### config.mk
export PLATFORM = sky130hd
export DESIGN_NAME = sdcmd_ctrl
export DESIGN_NICKNAME = d
export VERILOG_FILES = /design/src/rtl/sdcmd_pkg.sv /design/src/rtl/sdcmd_gate.sv /design/src/rtl/sdcmd_status.sv /design/src/rtl/sdcmd_ctrl.sv
export SDC_FILE = /design/constraint.sdc
export NUM_CORES = 1
export LEC_CHECK = 0
export BUFFER_PORTS_ARGS = -buffer_cell sky130_fd_sc_hd__buf_4
export CAP_MARGIN = 20
export CORE_AREA = 2 2 166 168
export CTS_CLUSTER_SIZE = 30
export DETAILED_ROUTE_END_ITERATION = 10
export DIE_AREA = 0 0 168 170
export HOLD_SLACK_MARGIN = 0.03
export PLACE_DENSITY_LB_ADDON = 0.12
export SYNTH_ARGS = -nofsm -noshare
export SYNTH_HDL_FRONTEND = slang
export SYNTH_HIERARCHICAL = 1
export SYNTH_SLANG_ARGS = --single-unit
### constraint.sdc
create_clock -name clk -period 4.6 [get_ports clk]
set_input_delay 0.23 -clock clk [delete_from_list [all_inputs] [get_ports clk]]
set_output_delay 0.23 -clock clk [all_outputs]
set_load 0.01 [all_outputs]
### src/rtl/sdcmd_pkg.sv
package sdcmd_pkg;
    // Register map, byte addresses of 32-bit words
    localparam int          REG_AW   = 8;
    localparam logic [7:0]  A_BLKARG = 8'h00;
    localparam logic [7:0]  A_ARG    = 8'h08;
    localparam logic [7:0]  A_CMD    = 8'h0C;
    localparam logic [7:0]  A_RSP0   = 8'h10;
    localparam logic [7:0]  A_PRES   = 8'h24;
    localparam logic [7:0]  A_CLK    = 8'h2C;
    localparam logic [7:0]  A_STS    = 8'h30;
    localparam logic [7:0]  A_STSEN  = 8'h34;
    localparam logic [7:0]  A_SIGEN  = 8'h38;

    // Bit positions software decodes
    localparam int B_CLK_ON   = 2;
    localparam int B_RST_ALL  = 24;
    localparam int B_DATA     = 21;
    localparam int B_IDX_LO   = 24;
    localparam int B_CARD_INS = 6;

    typedef enum logic [1:0] {
        RSP_NONE = 2'd0,
        RSP_136  = 2'd1,
        RSP_48   = 2'd2,
        RSP_48B  = 2'd3
    } rsp_kind_e;
endpackage

### src/rtl/sdcmd_gate.sv
// Issue gate: decides whether a freshly written command may go to the card.
// Assumes the caller presents the new command word in the same cycle.
module sdcmd_gate (
    input  logic                  clk_on,
    input  logic                  cmd_busy,
    input  logic                  dat_inh,
    input  logic                  stop_pend,
    input  logic                  wants_data,
    input  sdcmd_pkg::rsp_kind_e  kind,
    output logic                  permit
);
    import sdcmd_pkg::*;

    logic line_user;

    // Combine clock, busy and data-line conditions into one permit
    always_comb begin
        line_user = wants_data | (kind == RSP_48B);
        permit    = clk_on & ~cmd_busy & ~((dat_inh | stop_pend) & line_user);
    end
endmodule

### src/rtl/sdcmd_status.sv
// Status, status-enable and signal-enable registers plus interrupt line.
// Assumes set strobes are single-cycle and already qualified by the caller.
module sdcmd_status #(
    parameter int HALF_W = 16
) (
    input  logic                  clk,
    input  logic                  rst_n,
    input  logic                  soft_rst,
    input  logic                  wr_sts,
    input  logic                  wr_en,
    input  logic                  wr_sig,
    input  logic [2*HALF_W-1:0]   wdata,
    input  logic                  set_done,
    input  logic                  set_xfer,
    input  logic                  set_tmo,
    output logic [2*HALF_W-1:0]   sts_word,
    output logic [2*HALF_W-1:0]   en_word,
    output logic                  ins_flag,
    output logic                  irq
);
    import sdcmd_pkg::*;

    localparam int W = 2 * HALF_W;

    logic [HALF_W-1:0] nrm_q, err_q, nrm_set, err_set, nrm_clr, err_clr;
    logic [W-1:0]      en_q, sig_q;
    logic              ins_q;
    logic [HALF_W-1:0] ins_mask;

    // Set vectors gated by status enable, clear vectors from write-one
    always_comb begin
        nrm_set    = '0;
        err_set    = '0;
        nrm_set[0] = set_done & en_q[0];
        nrm_set[1] = set_xfer & en_q[1];
        err_set[0] = set_tmo & en_q[HALF_W];
        nrm_clr    = wr_sts ? wdata[HALF_W-1:0] : '0;
        err_clr    = wr_sts ? wdata[W-1:HALF_W] : '0;
    end

    // Status and enable storage; power-on sets card-inserted only
    always_ff @(posedge clk) begin
        if (!rst_n) begin
            nrm_q             <= '0;
            nrm_q[B_CARD_INS] <= 1'b1;
            err_q             <= '0;
            en_q              <= '0;
            sig_q             <= '0;
            ins_q             <= 1'b1;
        end else if (soft_rst) begin
            nrm_q <= '0;
            err_q <= '0;
            en_q  <= '0;
            sig_q <= '0;
            ins_q <= 1'b0;
        end else begin
            nrm_q <= ((nrm_q & ~nrm_clr) | nrm_set) & ~(HALF_W'(1) << (HALF_W-1));
            err_q <= (err_q & ~err_clr) | err_set;
            if (wr_en)  en_q  <= wdata;
            if (wr_sig) sig_q <= wdata;
        end
    end

    // Visible word with error summary, interrupt excluding card-inserted
    always_comb begin
        sts_word = {err_q, |err_q, nrm_q[HALF_W-2:0]};
        en_word  = en_q;
        ins_flag = ins_q;
        ins_mask = ~(HALF_W'(1) << B_CARD_INS);
        irq      = (|(sts_word[HALF_W-1:0] & sig_q[HALF_W-1:0] & ins_mask)) |
                   (|(err_q & sig_q[W-1:HALF_W]));
    end

    p_ins_never_rises_r11: assert property (@(posedge clk) disable iff (!rst_n)
        !$rose(nrm_q[B_CARD_INS]));
    p_xfer_source_r7: assert property (@(posedge clk) disable iff (!rst_n)
        $rose(nrm_q[1]) |-> $past(set_xfer));
    p_tmo_source_r8: assert property (@(posedge clk) disable iff (!rst_n)
        $rose(err_q[0]) |-> $past(set_tmo));
endmodule

### src/rtl/sdcmd_ctrl.sv
// Command-issue controller top: argument, command, response and clock
// registers, issue decision, card request port and register read mux.
// Assumes one register write per cycle and at most one command in flight.
module sdcmd_ctrl #(
    parameter int DW    = 32,
    parameter int IDX_W = 6,
    parameter int RSP_N = 4
) (
    input  logic                 clk,
    input  logic                 rst_n,
    input  logic                 reg_wr,
    input  logic [7:0]           reg_addr,
    input  logic [DW-1:0]        reg_wdata,
    input  logic [7:0]           rd_addr,
    output logic [DW-1:0]        rd_data,
    output logic                 irq,
    input  logic                 dat_inhibit,
    input  logic                 stop_pending,
    output logic                 card_req,
    output logic [IDX_W-1:0]     card_idx,
    output logic [DW-1:0]        card_arg,
    output logic [DW-1:0]        card_blk_arg,
    input  logic                 card_rsp_valid,
    input  logic                 card_rsp_has,
    input  logic                 card_rsp_timeout,
    input  logic [RSP_N*DW-1:0]  card_rsp_data
);
    import sdcmd_pkg::*;

    localparam int CLK_W = DW / 2;

    logic [DW-1:0]    blk_q, arg_q, cmd_q;
    logic [DW-1:0]    rsp_q [RSP_N];
    logic [CLK_W-1:0] clk_q;
    logic             inh_q, req_q;
    logic             soft_rst, wr_cmd, permit, accept, cmd_ok;
    rsp_kind_e        cur_kind, new_kind;
    logic [DW-1:0]    sts_word, en_word;
    logic             ins_flag;

    // Decode write strobes and the card answer qualification
    always_comb begin
        soft_rst = reg_wr && reg_addr == A_CLK && reg_wdata[B_RST_ALL];
        wr_cmd   = reg_wr && reg_addr == A_CMD;
        cur_kind = rsp_kind_e'(cmd_q[17:16]);
        new_kind = rsp_kind_e'(reg_wdata[17:16]);
        accept   = card_rsp_valid && inh_q && !soft_rst;
        cmd_ok   = accept && !card_rsp_timeout;
    end

    sdcmd_gate u_gate (
        .clk_on     (clk_q[B_CLK_ON]),
        .cmd_busy   (inh_q),
        .dat_inh    (dat_inhibit),
        .stop_pend  (stop_pending),
        .wants_data (reg_wdata[B_DATA]),
        .kind       (new_kind),
        .permit     (permit)
    );

    sdcmd_status #(.HALF_W(DW/2)) u_status (
        .clk      (clk),
        .rst_n    (rst_n),
        .soft_rst (soft_rst),
        .wr_sts   (reg_wr && reg_addr == A_STS),
        .wr_en    (reg_wr && reg_addr == A_STSEN),
        .wr_sig   (reg_wr && reg_addr == A_SIGEN),
        .wdata    (reg_wdata),
        .set_done (cmd_ok),
        .set_xfer (cmd_ok && cur_kind == RSP_48B),
        .set_tmo  (accept && card_rsp_timeout),
        .sts_word (sts_word),
        .en_word  (en_word),
        .ins_flag (ins_flag),
        .irq      (irq)
    );

    // Argument, command, clock, busy flag and request pulse
    always_ff @(posedge clk) begin
        if (!rst_n || soft_rst) begin
            blk_q <= '0;
            arg_q <= '0;
            cmd_q <= '0;
            clk_q <= '0;
            inh_q <= 1'b0;
            req_q <= 1'b0;
        end else begin
            req_q <= 1'b0;
            if (accept) inh_q <= 1'b0;
            if (reg_wr && reg_addr == A_BLKARG) blk_q <= reg_wdata;
            if (reg_wr && reg_addr == A_ARG)    arg_q <= reg_wdata;
            if (reg_wr && reg_addr == A_CLK)    clk_q <= reg_wdata[CLK_W-1:0];
            if (wr_cmd && permit) begin
                cmd_q <= reg_wdata;
                inh_q <= 1'b1;
                req_q <= 1'b1;
            end
        end
    end

    // Response words: long type fills all, short types fill the first only
    always_ff @(posedge clk) begin
        if (!rst_n || soft_rst) begin
            for (int i = 0; i < RSP_N; i++) rsp_q[i] <= '0;
        end else if (cmd_ok && card_rsp_has && cur_kind != RSP_NONE) begin
            for (int i = 0; i < RSP_N; i++) begin
                if (cur_kind == RSP_136 || i == 0) rsp_q[i] <= card_rsp_data[i*DW +: DW];
            end
        end
    end

    // Card request outputs
    always_comb begin
        card_req     = req_q;
        card_idx     = cmd_q[B_IDX_LO +: IDX_W];
        card_arg     = arg_q;
        card_blk_arg = blk_q;
    end

    // Register read mux
    always_comb begin
        rd_data = '0;
        case (rd_addr)
            A_BLKARG: rd_data = blk_q;
            A_ARG:    rd_data = arg_q;
            A_CMD:    rd_data = cmd_q;
            A_PRES: begin
                rd_data[0]  = inh_q;
                rd_data[1]  = dat_inhibit;
                rd_data[16] = ins_flag;
            end
            A_CLK:    rd_data = DW'(clk_q);
            A_STS:    rd_data = sts_word;
            A_STSEN:  rd_data = en_word;
            default: begin
                for (int i = 0; i < RSP_N; i++) begin
                    if (rd_addr == A_RSP0 + 8'(4 * i)) rd_data = rsp_q[i];
                end
            end
        endcase
    end

    p_req_pulse_r2: assert property (@(posedge clk) disable iff (!rst_n)
        card_req |=> !card_req);
    p_req_clock_r3: assert property (@(posedge clk) disable iff (!rst_n)
        card_req |-> $past(clk_q[B_CLK_ON]));
    p_one_in_flight_r5: assert property (@(posedge clk) disable iff (!rst_n)
        card_req |-> $past(!inh_q));
    p_line_gate_r4: assert property (@(posedge clk) disable iff (!rst_n)
        card_req |-> ($past(!(dat_inhibit || stop_pending)) ||
                      !(cmd_q[B_DATA] || cmd_q[17:16] == 2'd3)));
    p_unasked_kept_r6: assert property (@(posedge clk) disable iff (!rst_n)
        (cmd_ok && cur_kind == RSP_NONE) |=> $stable(rsp_q[0]));
endmodule

Word level (Yosys, flattened, before mapping)
Memory sizes are Yosys's and may differ from the RTL's.
Index checks and enable logic that the tools add are counted.
{ "totals": {"elab_cells": 112, "ram_bits": 128, "regBits": 210, "in_bits": 184, "mem_count": 1} }
{ "classes": {"muxes": 27, "bitwise": 24, "n_reduce_logical": 29, "eq_ne": 19} }
{ "mem_list": {"columns": ["memory", "depth", "width", "read_ports", "rd_clocked_by_memory_dff", "wr", "line", "rtl"], "rows": [
  ["rsp_q", 4, 32, 4, 0, 4, "sdcmd_ctrl.sv:33", "logic [DW-1:0] rsp_q [RSP_N];"]
]} }
{ "op_table": {"columns": ["op", "n"], "rows": [
  ["$mux 32", 8],
  ["$pmux 14 s7", 1],
  ["$pmux 15 s6", 1],
  ["$eq 8x6->1 const B", 8],
  ["$and 16x16->16", 3],
  ["$eq 8x4->1 const B", 4],
  ["$eq 8x5->1 const B", 4],
  ["$reduce_or 16->1", 2],
  ["$logic_and 1x1->1", 16],
  ["$logic_not 8->1", 2],
  ["$mux 16", 1],
  ["$not 16->16", 1],
  ["$or 16x1->16", 1],
  ["$and 15x15->15", 1],
  ["$mux 15", 1],
  ["$not 15->15", 1],
  ["$or 15x2->15", 1],
  ["$reduce_or 15->1", 1],
  ["$pmux 2 s7", 1],
  ["$mux 1", 12],
  ["$mux 7", 1],
  ["$or 1x1->1", 7],
  ["$pmux 1 s7", 1],
  ["$and 1x1->1", 6],
  ["other kinds (7)", 14]
]} }

Depth between registers and ports, before layout
Gate-level depths: netlist of run 1.
{ "depth": {"ltp_word": 12, "mapped_depth": 8, "depth_no_buf": 7} }

Hierarchy
Netlist of run 1, hierarchy kept.
{ "by_module_without_submodules": {"columns": ["mod", "cells_per_inst", "n_inst", "area_per_inst_um2"], "rows": [
  ["sdcmd_ctrl", 1147, 1, 11447.2],
  ["sdcmd_status", 335, 1, 3407.0],
  ["sdcmd_gate", 4, 1, 22.5]
]} }

Least setup slack after synthesis of run 1
No wires, ideal clock.
{ "synth_timing": {"kind": "input -> register", "start": "input port reg_addr[1]", "end": "memory rsp_q[1][0], enable pin", "path_slack_ns": 0.527, "t_arrival_ns": 3.602, "cell_stages": 6, "path_buffers": 2, "path_cell_list": "nor3b_1 -> nand4_1 -> buf_2 -> o21ai_4 -> buf_2 -> nand2b_1"} }
{ "synth_rtl": {"columns": ["element", "line", "rtl"], "rows": [
  ["from (decl)", "sdcmd_ctrl.sv:12", "input logic [7:0] reg_addr,"],
  ["to (decl)", "sdcmd_ctrl.sv:33", null]
]} }

Final worst setup path of run 1
{ "layout_timing": {"start": "input port rd_addr[3]", "end": "output port rd_data[13]"} }
{ "layout_between": {"elab_chain_cells": 6, "word_cells_on_any_way": 16} }
{ "layout_lines": {"columns": ["element", "line", "rtl"], "rows": [
  ["from (decl)", "sdcmd_ctrl.sv:14", "input logic [7:0] rd_addr,"],
  ["$eq 8x5->1", "sdcmd_ctrl.sv:137", "if (rd_addr == A_RSP0 + 8'(4 * i)) rd_data = rsp_q[i];"],
  ["$mux 32 (4 in series)", "sdcmd_ctrl.sv:137", null],
  ["$pmux 14 s7 (*)", "sdcmd_ctrl.sv:123", "case (rd_addr)"],
  ["to (decl)", "sdcmd_ctrl.sv:15", "output logic [DW-1:0] rd_data,"]
]} }
Mark *: on every way between the ends. The rest lies on a longest branch, timed or not.

==> results.yml, run 1 <==
sta:
  finalHoldViolCount: 0
  fin_crit_sh_pct: 67.4
  slew_violations: 0
  max_freq_mhz: 322
  finalSetupViolations: 0
  worst_pin_slew_ps: 1130
  relSlewSlack_pct: 24.3
  finalClockSkew_ps: 9.28
  fin_crit_ps: 3100
  grt_setup_unrepaired: "no"
  holdWs_ps: 56.5
  tns_ps: 0
routing:
  drt-total-wl_um: 51000
  antenna_left: 0
  via_per_inst: 5.87
  first_pass_iters: 5
  routedWlPerCell_um: 22.7
  drtIter0Drc: 1574
  drc: 0
  vias: 13200
logic_synthesis:
  synth_seq_cells: 337
  netlist.area_leader.share_pct: 28.1
  ys_types: 56
  syn_nets: 1670
  synth_ff_type: "dfxtp_1"
  ys_seq_area_share_pct: 54.0
  syn_area_per_cell_um2: 10.0
  synthesis.area_mm2: 0.0149
  yosys.area.top_type: "dfxtp_1"
  yosys.cell_count.top_type: "dfxtp_1"
  yosys-top-cells-count: "209 x dfxtp_1, 200 x nand2_1, 176 x mux2i_1"
  yosys_warnings: 6
  async_flop_share_pct: 0
  synthTopCellsByArea: "dfxtp_1 28%, edfxtp_1 26%, mux2i_1 12%"
  syn_inst: 1486
  synth_edf_count: 128
setup_path:
  r2r_start: "inh_q"
  cp.arrival_ps: 2870
  max_stage_delay_ps: 590
  path_cells: "buf_4, nor4bb_2, buf_4, and2_1, a22o_1, a211oi_1, a21oi_1, buf_4"
  cp-end-kind: "output pin"
  ff2ff_path_depth: 6
  path_max_fanout: 51
  crit_type: "in2out"
  crit_slowest_cell: "buf_4"
  worstPathRequired_ps: 4370
  r2r_end: "rsp_q[3][15]"
  regToRegSetupSlack_ps: 1560
  start_kind: "input port"
  path_common_cell: "buf_4"
finish:
  fin_nets: 2062
  area.growth.synth_to_final_pct: 34.6
  multiInputGateArea_mm2: 0.00641
  nFillCells: 1821
  final_util_pct: 75.1
  antennaDiodeCount: 0
  postLayoutCellArea_mm2: 0.0200
  seqCellArea_mm2: 0.00803
  drive_above_1_share_pct: 21.0
global_route:
  grt_antenna_before_repair: 0
  grt_max_degree: 99
  grt_pass1_vias: 12900
  grt_remaining_overflow: 0
  grt_pass1_wl_um: 75600
  grtUsageTotal_pct: 34.7
hold_path:
  min_path_type: "in2reg"
  holdPathEnd: "rsp_q[3][15]"
  hold_depth: 2
  min_from: "card_rsp_data[111]"
die:
  die_h_um: 170
  coreArea_mm2: 0.0267
  die-width_um: 168
  initial_utilization_pct: 55.8
  pin_count: 288
  die_area_mm2: 0.0286
  num_rows: 60
clock_network:
  root_buffer: "clkbuf_16"
  cts_tree: "yes"
  h-tree-depth: 2
  numCtsBuffers: 36
  cts_num_sinks: 337
  clk_pin_slew_ps: 60
  cts_resized: 0
  postCtsSetupBuffers: 0
  cts.path.max_buffers: 3
  clock_latency_ps: 520
place:
  placed_cell_area_mm2: 0.0172
  gp_congestion: 0.931
  dp_hpwl_um: 32400
  io_buffers: 287
power:
  power_density_mw_per_mm2: 333
  p_leak_nw: 8.14
  ir_worst_vdd_v: 0.000292
status:
  status: "finished clean"
flow_run:
  drv_cap: 0
sequential cells by signal, indices dropped and copies added (netlist names):
register	flops
rsp_q	128
card_arg	32
card_blk_arg	32
cmd_q	32
u_status/en_word	32
u_status/sig_q	31
clk_q	16
u_status/err_q	16
u_status/nrm_q	15
card_req	1
inh_q	1
u_status/ins_flag	1
stage by stage:
stage	instances	setup slack (ps)	power [mW]
after floorplan	1486	527	3.34
after global placement	2021	1540	3.56
after detailed placement	2021	1460	3.56
after CTS	2244	1570	6.64
after global routing	2247	1360	6.81
final	2247	1500	6.67
cell families (layout without fill, tap and decap cells):
kind of cell           count (synthesis)  count (layout)  share of synthesized area (%)
AOI/OAI and AO/OA                    264             264                           11.3
and+or+nand+nor                      584             584                           18.7
DFF                                  337             337                           54.0
buffers and inverters                116             536                           3.45
muxes                                185             185                           12.5
worst max-delay path: cells and delay by family:
family | cells | cell delay, ps
buffers and inverters | 3 | 1060
AOI/OAI and AO/OA | 3 | 600
and+or+nand+nor | 2 | 920
per-layer routing:
layer	GRT usage (%)	vias up	part of all wire [%]
met1	47.8	6343	41
met2	56.3	740	47
met3	7.07	100	10
met5	0	-	0
li1	-	5999	-
met4	9.38	0	2.5
layout by cell type, fill, tap and decap left out, types with 5 or more instances in the layout:
master and instances:
buf_4 307, dfxtp_1 209, nand2_1 200, mux2i_1 176, dlygate4sd3_1 159, nor2_1 156, and2_1 134, edfxtp_1 128
a21oi_1 100, a22oi_1 54, o21ai_0 44, clkbuf_16 37, and3_1 28, o211ai_1 19, mux2_2 9, nand4_1 8
o22ai_1 7, clkbuf_1 7, clkinv_2 7, nand3_1 6, a211oi_1 6, nor3b_1 5, nor2b_1 5, nor3_1 5
a22o_1 5, nor4_1 5, bufinv_16 5
report_power, final:
group	switching (mW)	internal [mW]
Sequential	0.0145	3.13
Clock	1.21	1.83
Combinational	0.241	0.240
worst max path at each step:
stage / start / endpoint / cells past startpoint
after global placement: reg_addr[7] / rsp_q[2][4] / 6
after detailed placement: reg_addr[7] / rsp_q[1][9] / 6
after floorplan: reg_addr[1] / rsp_q[1][0] / 6
after global routing: inh_q / rsp_q[3][15] / 6
final: rd_addr[3] / rd_data[13] / 8
after CTS: rd_addr[3] / rd_data[13] / 8
layout make-up:
type | count | share of cell area [%]
Clock buffer | 48 | 5.03
Clock inverter | 18 | 1.15
Inverter | 3 | 0.0562
Multi-Input combinational cell | 1033 | 32.0
Sequential cell | 337 | 40.1
Tap cell | 341 | 2.13
Timing Repair Buffer | 467 | 19.5
what timing repair did:
item                                   in CTS  in global routing
endpoints found under the hold margin     228                  2
setup endpoints to repair                   0                  0
hold buffers                              157                  2
Note: power is estimated with default switching activity, not from simulation.
==> run 2: changes to the inputs <==
Clock period 4.6 ns to 3.1 ns, I/O delays scaled along.
==> results.yml, run 2 (same netlist as run 1, synthesis figures left out) <==
clock_network:
  root_buffer: "clkbuf_16"
  clk_pin_slew_ps: 60
  numCtsBuffers: 37
  cts_num_sinks: 337
  h-tree-depth: 2
  clock_latency_ps: 520
  cts.path.max_buffers: 3
  postCtsSetupBuffers: 0
  cts_tree: "yes"
  cts_resized: 0
setup_path:
  cp.arrival_ps: 2470
  crit_type: "in2out"
  r2r_start: "inh_q"
  worstSetupStartpoint: "rd_addr[2]"
  regToRegSetupSlack_ps: 660
  path_max_fanout: 43
  path_cells: "buf_4, buf_4, mux2_2, a22o_1, a211oi_1, a21oi_1, buf_4"
  start_kind: "input port"
  crit_buf_inv: 3
  path_common_cell: "buf_4"
  worstPathRequired_ps: 2940
  cp-end-kind: "output pin"
  cp_top_family: "buffers and inverters"
  crit_slowest_cell: "buf_4"
  max_stage_delay_ps: 470
place:
  placed_cell_area_mm2: 0.0173
  io_buffers: 287
  gp_congestion: 0.965
  dp_hpwl_um: 32800
  dp_cells: 2034
global_route:
  grtUsageTotal_pct: 34.6
  grt_pass1_wl_um: 75700
  grt_remaining_overflow: 0
  grt_max_degree: 115
  grt_pass1_vias: 13000
  grt_antenna_before_repair: 0
sta:
  worst_pin_slew_ps: 1070
  slew_violations: 0
  finalSetupViolations: 0
  finalHoldViolCount: 0
  max_freq_mhz: 381
  finalClockSkew_ps: 10.6
  fin_crit_sh_pct: 84.6
  fin_crit_ps: 2620
  grt_setup_unrepaired: "no"
  relSlewSlack_pct: 28.3
  tns_ps: 0
  holdWs_ps: 109
routing:
  first_pass_iters: 5
  via_per_inst: 5.85
  drtIter0Drc: 1613
  drt-total-wl_um: 50200
  vias: 13200
  antenna_left: 0
  routedWlPerCell_um: 22.2
  drc: 0
power:
  power_density_mw_per_mm2: 480
  p_leak_nw: 8.17
  ir_worst_vdd_v: 0.000325
  fin_total_pwr_mw: 9.65
die:
  coreArea_mm2: 0.0267
  die_area_mm2: 0.0286
  die_h_um: 170
  num_rows: 60
  die-width_um: 168
  initial_utilization_pct: 55.8
  pin_count: 288
status:
  status: "finished clean"
finish:
  seqCellArea_mm2: 0.00803
  area.growth.synth_to_final_pct: 35.2
  most-common-layout-cells: "316 x buf_4, 209 x dfxtp_1, 200 x nand2_1"
  fin_nets: 2079
  fin_cells: 2262
  antennaDiodeCount: 0
  largest_register: "rsp_q"
  multiInputGateArea_mm2: 0.00640
  final_common_cell: "buf_4"
  drive_above_1_share_pct: 21.0
  nFillCells: 1780
  largest_reg_flops: 128
  postLayoutCellArea_mm2: 0.0201
flow_run:
  drv_cap: 0
hold_path:
  min_from: "card_rsp_timeout"
  min_path_type: "in2reg"
-- run 2: changes by cell type in the layout (fill, tap and decap cells not counted), moves of 3 or more --
cell and change:
buf_4 +9, buf_12 +4, clkinv_2 -4, dlygate4sd3_1 +4, clkbuf_1 +3, clkinv_1 +3
-- run 2: per-stage QoR --
| stage | util [%] | setup slack (ps) |
|---|---|---|
| 6_report | 75.5 | 479 |
| 5_1_grt | 75.5 | 330 |
| 4_1_cts | 75.5 | 593 |
| 3_5_place_dp | 65.0 | 620 |
| 3_3_place_gp | 65.0 | 610 |
| 2_1_floorplan | - | 251 |
-- run 2: timing repair --
item	CTS	global route
hold buffers	163	0
setup endpoints to repair	0	0
endpoints found under the hold margin	335	0
-- run 2: layout make-up --
| cell class | count | share of cell area [%] |
|---|---|---|
| Clock buffer | 49 | 4.93 |
| Clock inverter | 16 | 0.828 |
| Inverter | 3 | 0.0560 |
| Multi-Input combinational cell | 1033 | 31.8 |
| Sequential cell | 337 | 39.9 |
| Tap cell | 341 | 2.12 |
| Timing Repair Buffer | 483 | 20.3 |
-- run 2: path summary, 6_finish.rpt --
kind	cells after the start	end
worst max register to register	5	rsp_q[3][26]
worst min register to register	2	card_arg[25]
worst max-delay path	7	rd_data[13]
worst min-delay path	4	u_status/nrm_q[0]
-- run 2: worst reg2reg max path, stage by stage, from the launching register on --
cell and delay [ps]:
dfxtp_1 390, nand2_1 120, nor3b_1 550, nand3b_1 320, nand2b_4 460, buf_12 290
-- run 2: per-layer routing --
metal,global-route usage (%),share of wire (%)
met4,12.1,3.4
met3,8.70,11
met2,54.1,45
met1,47.0,41
met5,0,0
-- run 2: where the power goes --
part	switching, mW	internal, mW
Sequential	0.0206	4.64
Clock	1.75	2.51
Combinational	0.359	0.367
==> run 3: changes to the inputs <==
Clock period 3.1 ns to 2.7 ns, I/O delays scaled along.
==> results.yml, run 3 (same netlist as run 1, synthesis figures left out) <==
status:
  status: "finished clean"
setup_path:
  cp.arrival_ps: 2450
  start_kind: "register"
  crit_type: "reg2out"
  regToRegSetupSlack_ps: 460
  cp-end-kind: "output pin"
  worstPathRequired_ps: 2570
  path_max_fanout: 4
die:
  die-width_um: 168
  initial_utilization_pct: 55.8
  die_area_mm2: 0.0286
  die_h_um: 170
  num_rows: 60
  pin_count: 288
  coreArea_mm2: 0.0267
sta:
  slew_violations: 0
  max_freq_mhz: 387
  relSlewSlack_pct: 28.8
  worst_pin_slew_ps: 1070
  finalSetupViolations: 0
  holdWs_ps: 71.4
  finalHoldViolCount: 0
  tns_ps: 0
  grt_setup_unrepaired: "no"
  finalClockSkew_ps: 16.1
  fin_crit_ps: 2580
  fin_crit_sh_pct: 95.7
clock_network:
  cts.path.max_buffers: 3
  root_buffer: "clkbuf_16"
  cts_resized: 0
  numCtsBuffers: 36
  postCtsSetupBuffers: 0
  cts_tree: "yes"
  clock_latency_ps: 530
  ctsHoldBuffers: 163
  cts_num_sinks: 337
  clk_pin_slew_ps: 60
  h-tree-depth: 2
global_route:
  grt_remaining_overflow: 0
  grt_antenna_before_repair: 3
  grt_max_degree: 114
  grt_pass1_vias: 13000
  grtUsageTotal_pct: 35.3
  grt_pass1_wl_um: 77200
routing:
  vias: 13300
  routedWlPerCell_um: 22.6
  drtIter0Drc: 1617
  drc: 0
  drt-total-wl_um: 51400
  first_pass_iters: 5
  antenna_left: 0
  via_per_inst: 5.87
place:
  io_buffers: 287
  gp_congestion: 0.938
  dp_hpwl_um: 32800
  placed_cell_area_mm2: 0.0174
flow_run:
  drv_cap: 0
finish:
  largest_reg_flops: 128
  postLayoutCellArea_mm2: 0.0203
  drive_above_1_share_pct: 21.5
  final_common_cell: "buf_4"
  largest_register: "rsp_q"
  nFillCells: 1753
  fin_nets: 2087
  area.growth.synth_to_final_pct: 36.2
  most-common-layout-cells: "320 x buf_4, 209 x dfxtp_1, 200 x nand2_1"
power:
  p_leak_nw: 8.27
  ir_worst_vdd_v: 0.000457
  power_density_mw_per_mm2: 554
hold_path:
  min_path_type: "in2reg"
-- run 3: critical path, cell delays in order (launching register included) --
cell,delay (ps)
dfxtp_1,370
nor4_1,500
nand4_1,290
mux2i_1,210
nor2_1,80
a21oi_1,120
o211ai_1,160
buf_4,200
-- run 3: final timing paths --
path,to,depth (start not counted),startpoint
max,rd_data[15],7,u_status/err_q[2]
max reg2reg,rsp_q[0][4],7,inh_q
min,u_status/nrm_q[0],4,card_rsp_timeout
min reg2reg,u_status/ins_flag,2,u_status/ins_flag
-- run 3: cell type report --
cell class | count | area, um^2 | area share (%)
sequential | 337 | 8030 | 39.6
multi-input combinational | 1033 | 6400 | 31.6
timing repair buffer | 492 | 4210 | 20.8
clock buffer | 55 | 1060 | 5.25
tap | 341 | 427 | 2.11
clock inverter | 9 | 124 | 0.611
inverter | 3 | 11.3 | 0.0556
antenna | 1 | 2.50 | 0.0124
-- run 3: through the flow --
| stage | std cells | utilization, % | setup WS, ps | power, mW |
|---|---|---|---|---|
| final | 2271 | 76.0 | 116 | 11.2 |
| after global routing | 2271 | 76.0 | 142 | 11.5 |
| after CTS | 2269 | 76.0 | 176 | 11.2 |
| after detailed placement | 2042 | 65.4 | 359 | 6.09 |
| after global placement | 2042 | 65.4 | 448 | 6.08 |
| after floorplan | 1486 | - | 328 | 5.69 |
-- run 3: where the power goes --
part	leakage, nW	total (mW)	switching, mW	internal [mW]
Clock	0.585	5.03	2.03	3.00
Combinational	4.68	0.843	0.412	0.431
Sequential	3.00	5.36	0.0264	5.33
-- run 3: per-layer routing --
| layer | global-route usage [%] | part of all wire, % | wire [um] | vias to the layer above |
|---|---|---|---|---|
| met2 | 56.4 | 46 | 23900 | 751 |
| li1 | - | - | - | 6047 |
| met4 | 10.1 | 2.6 | 1330 | 2 |
| met1 | 49.4 | 41 | 21300 | 6411 |
| met3 | 6.67 | 9.5 | 4890 | 113 |
| met5 | 0 | 0.019 | 10 | - |
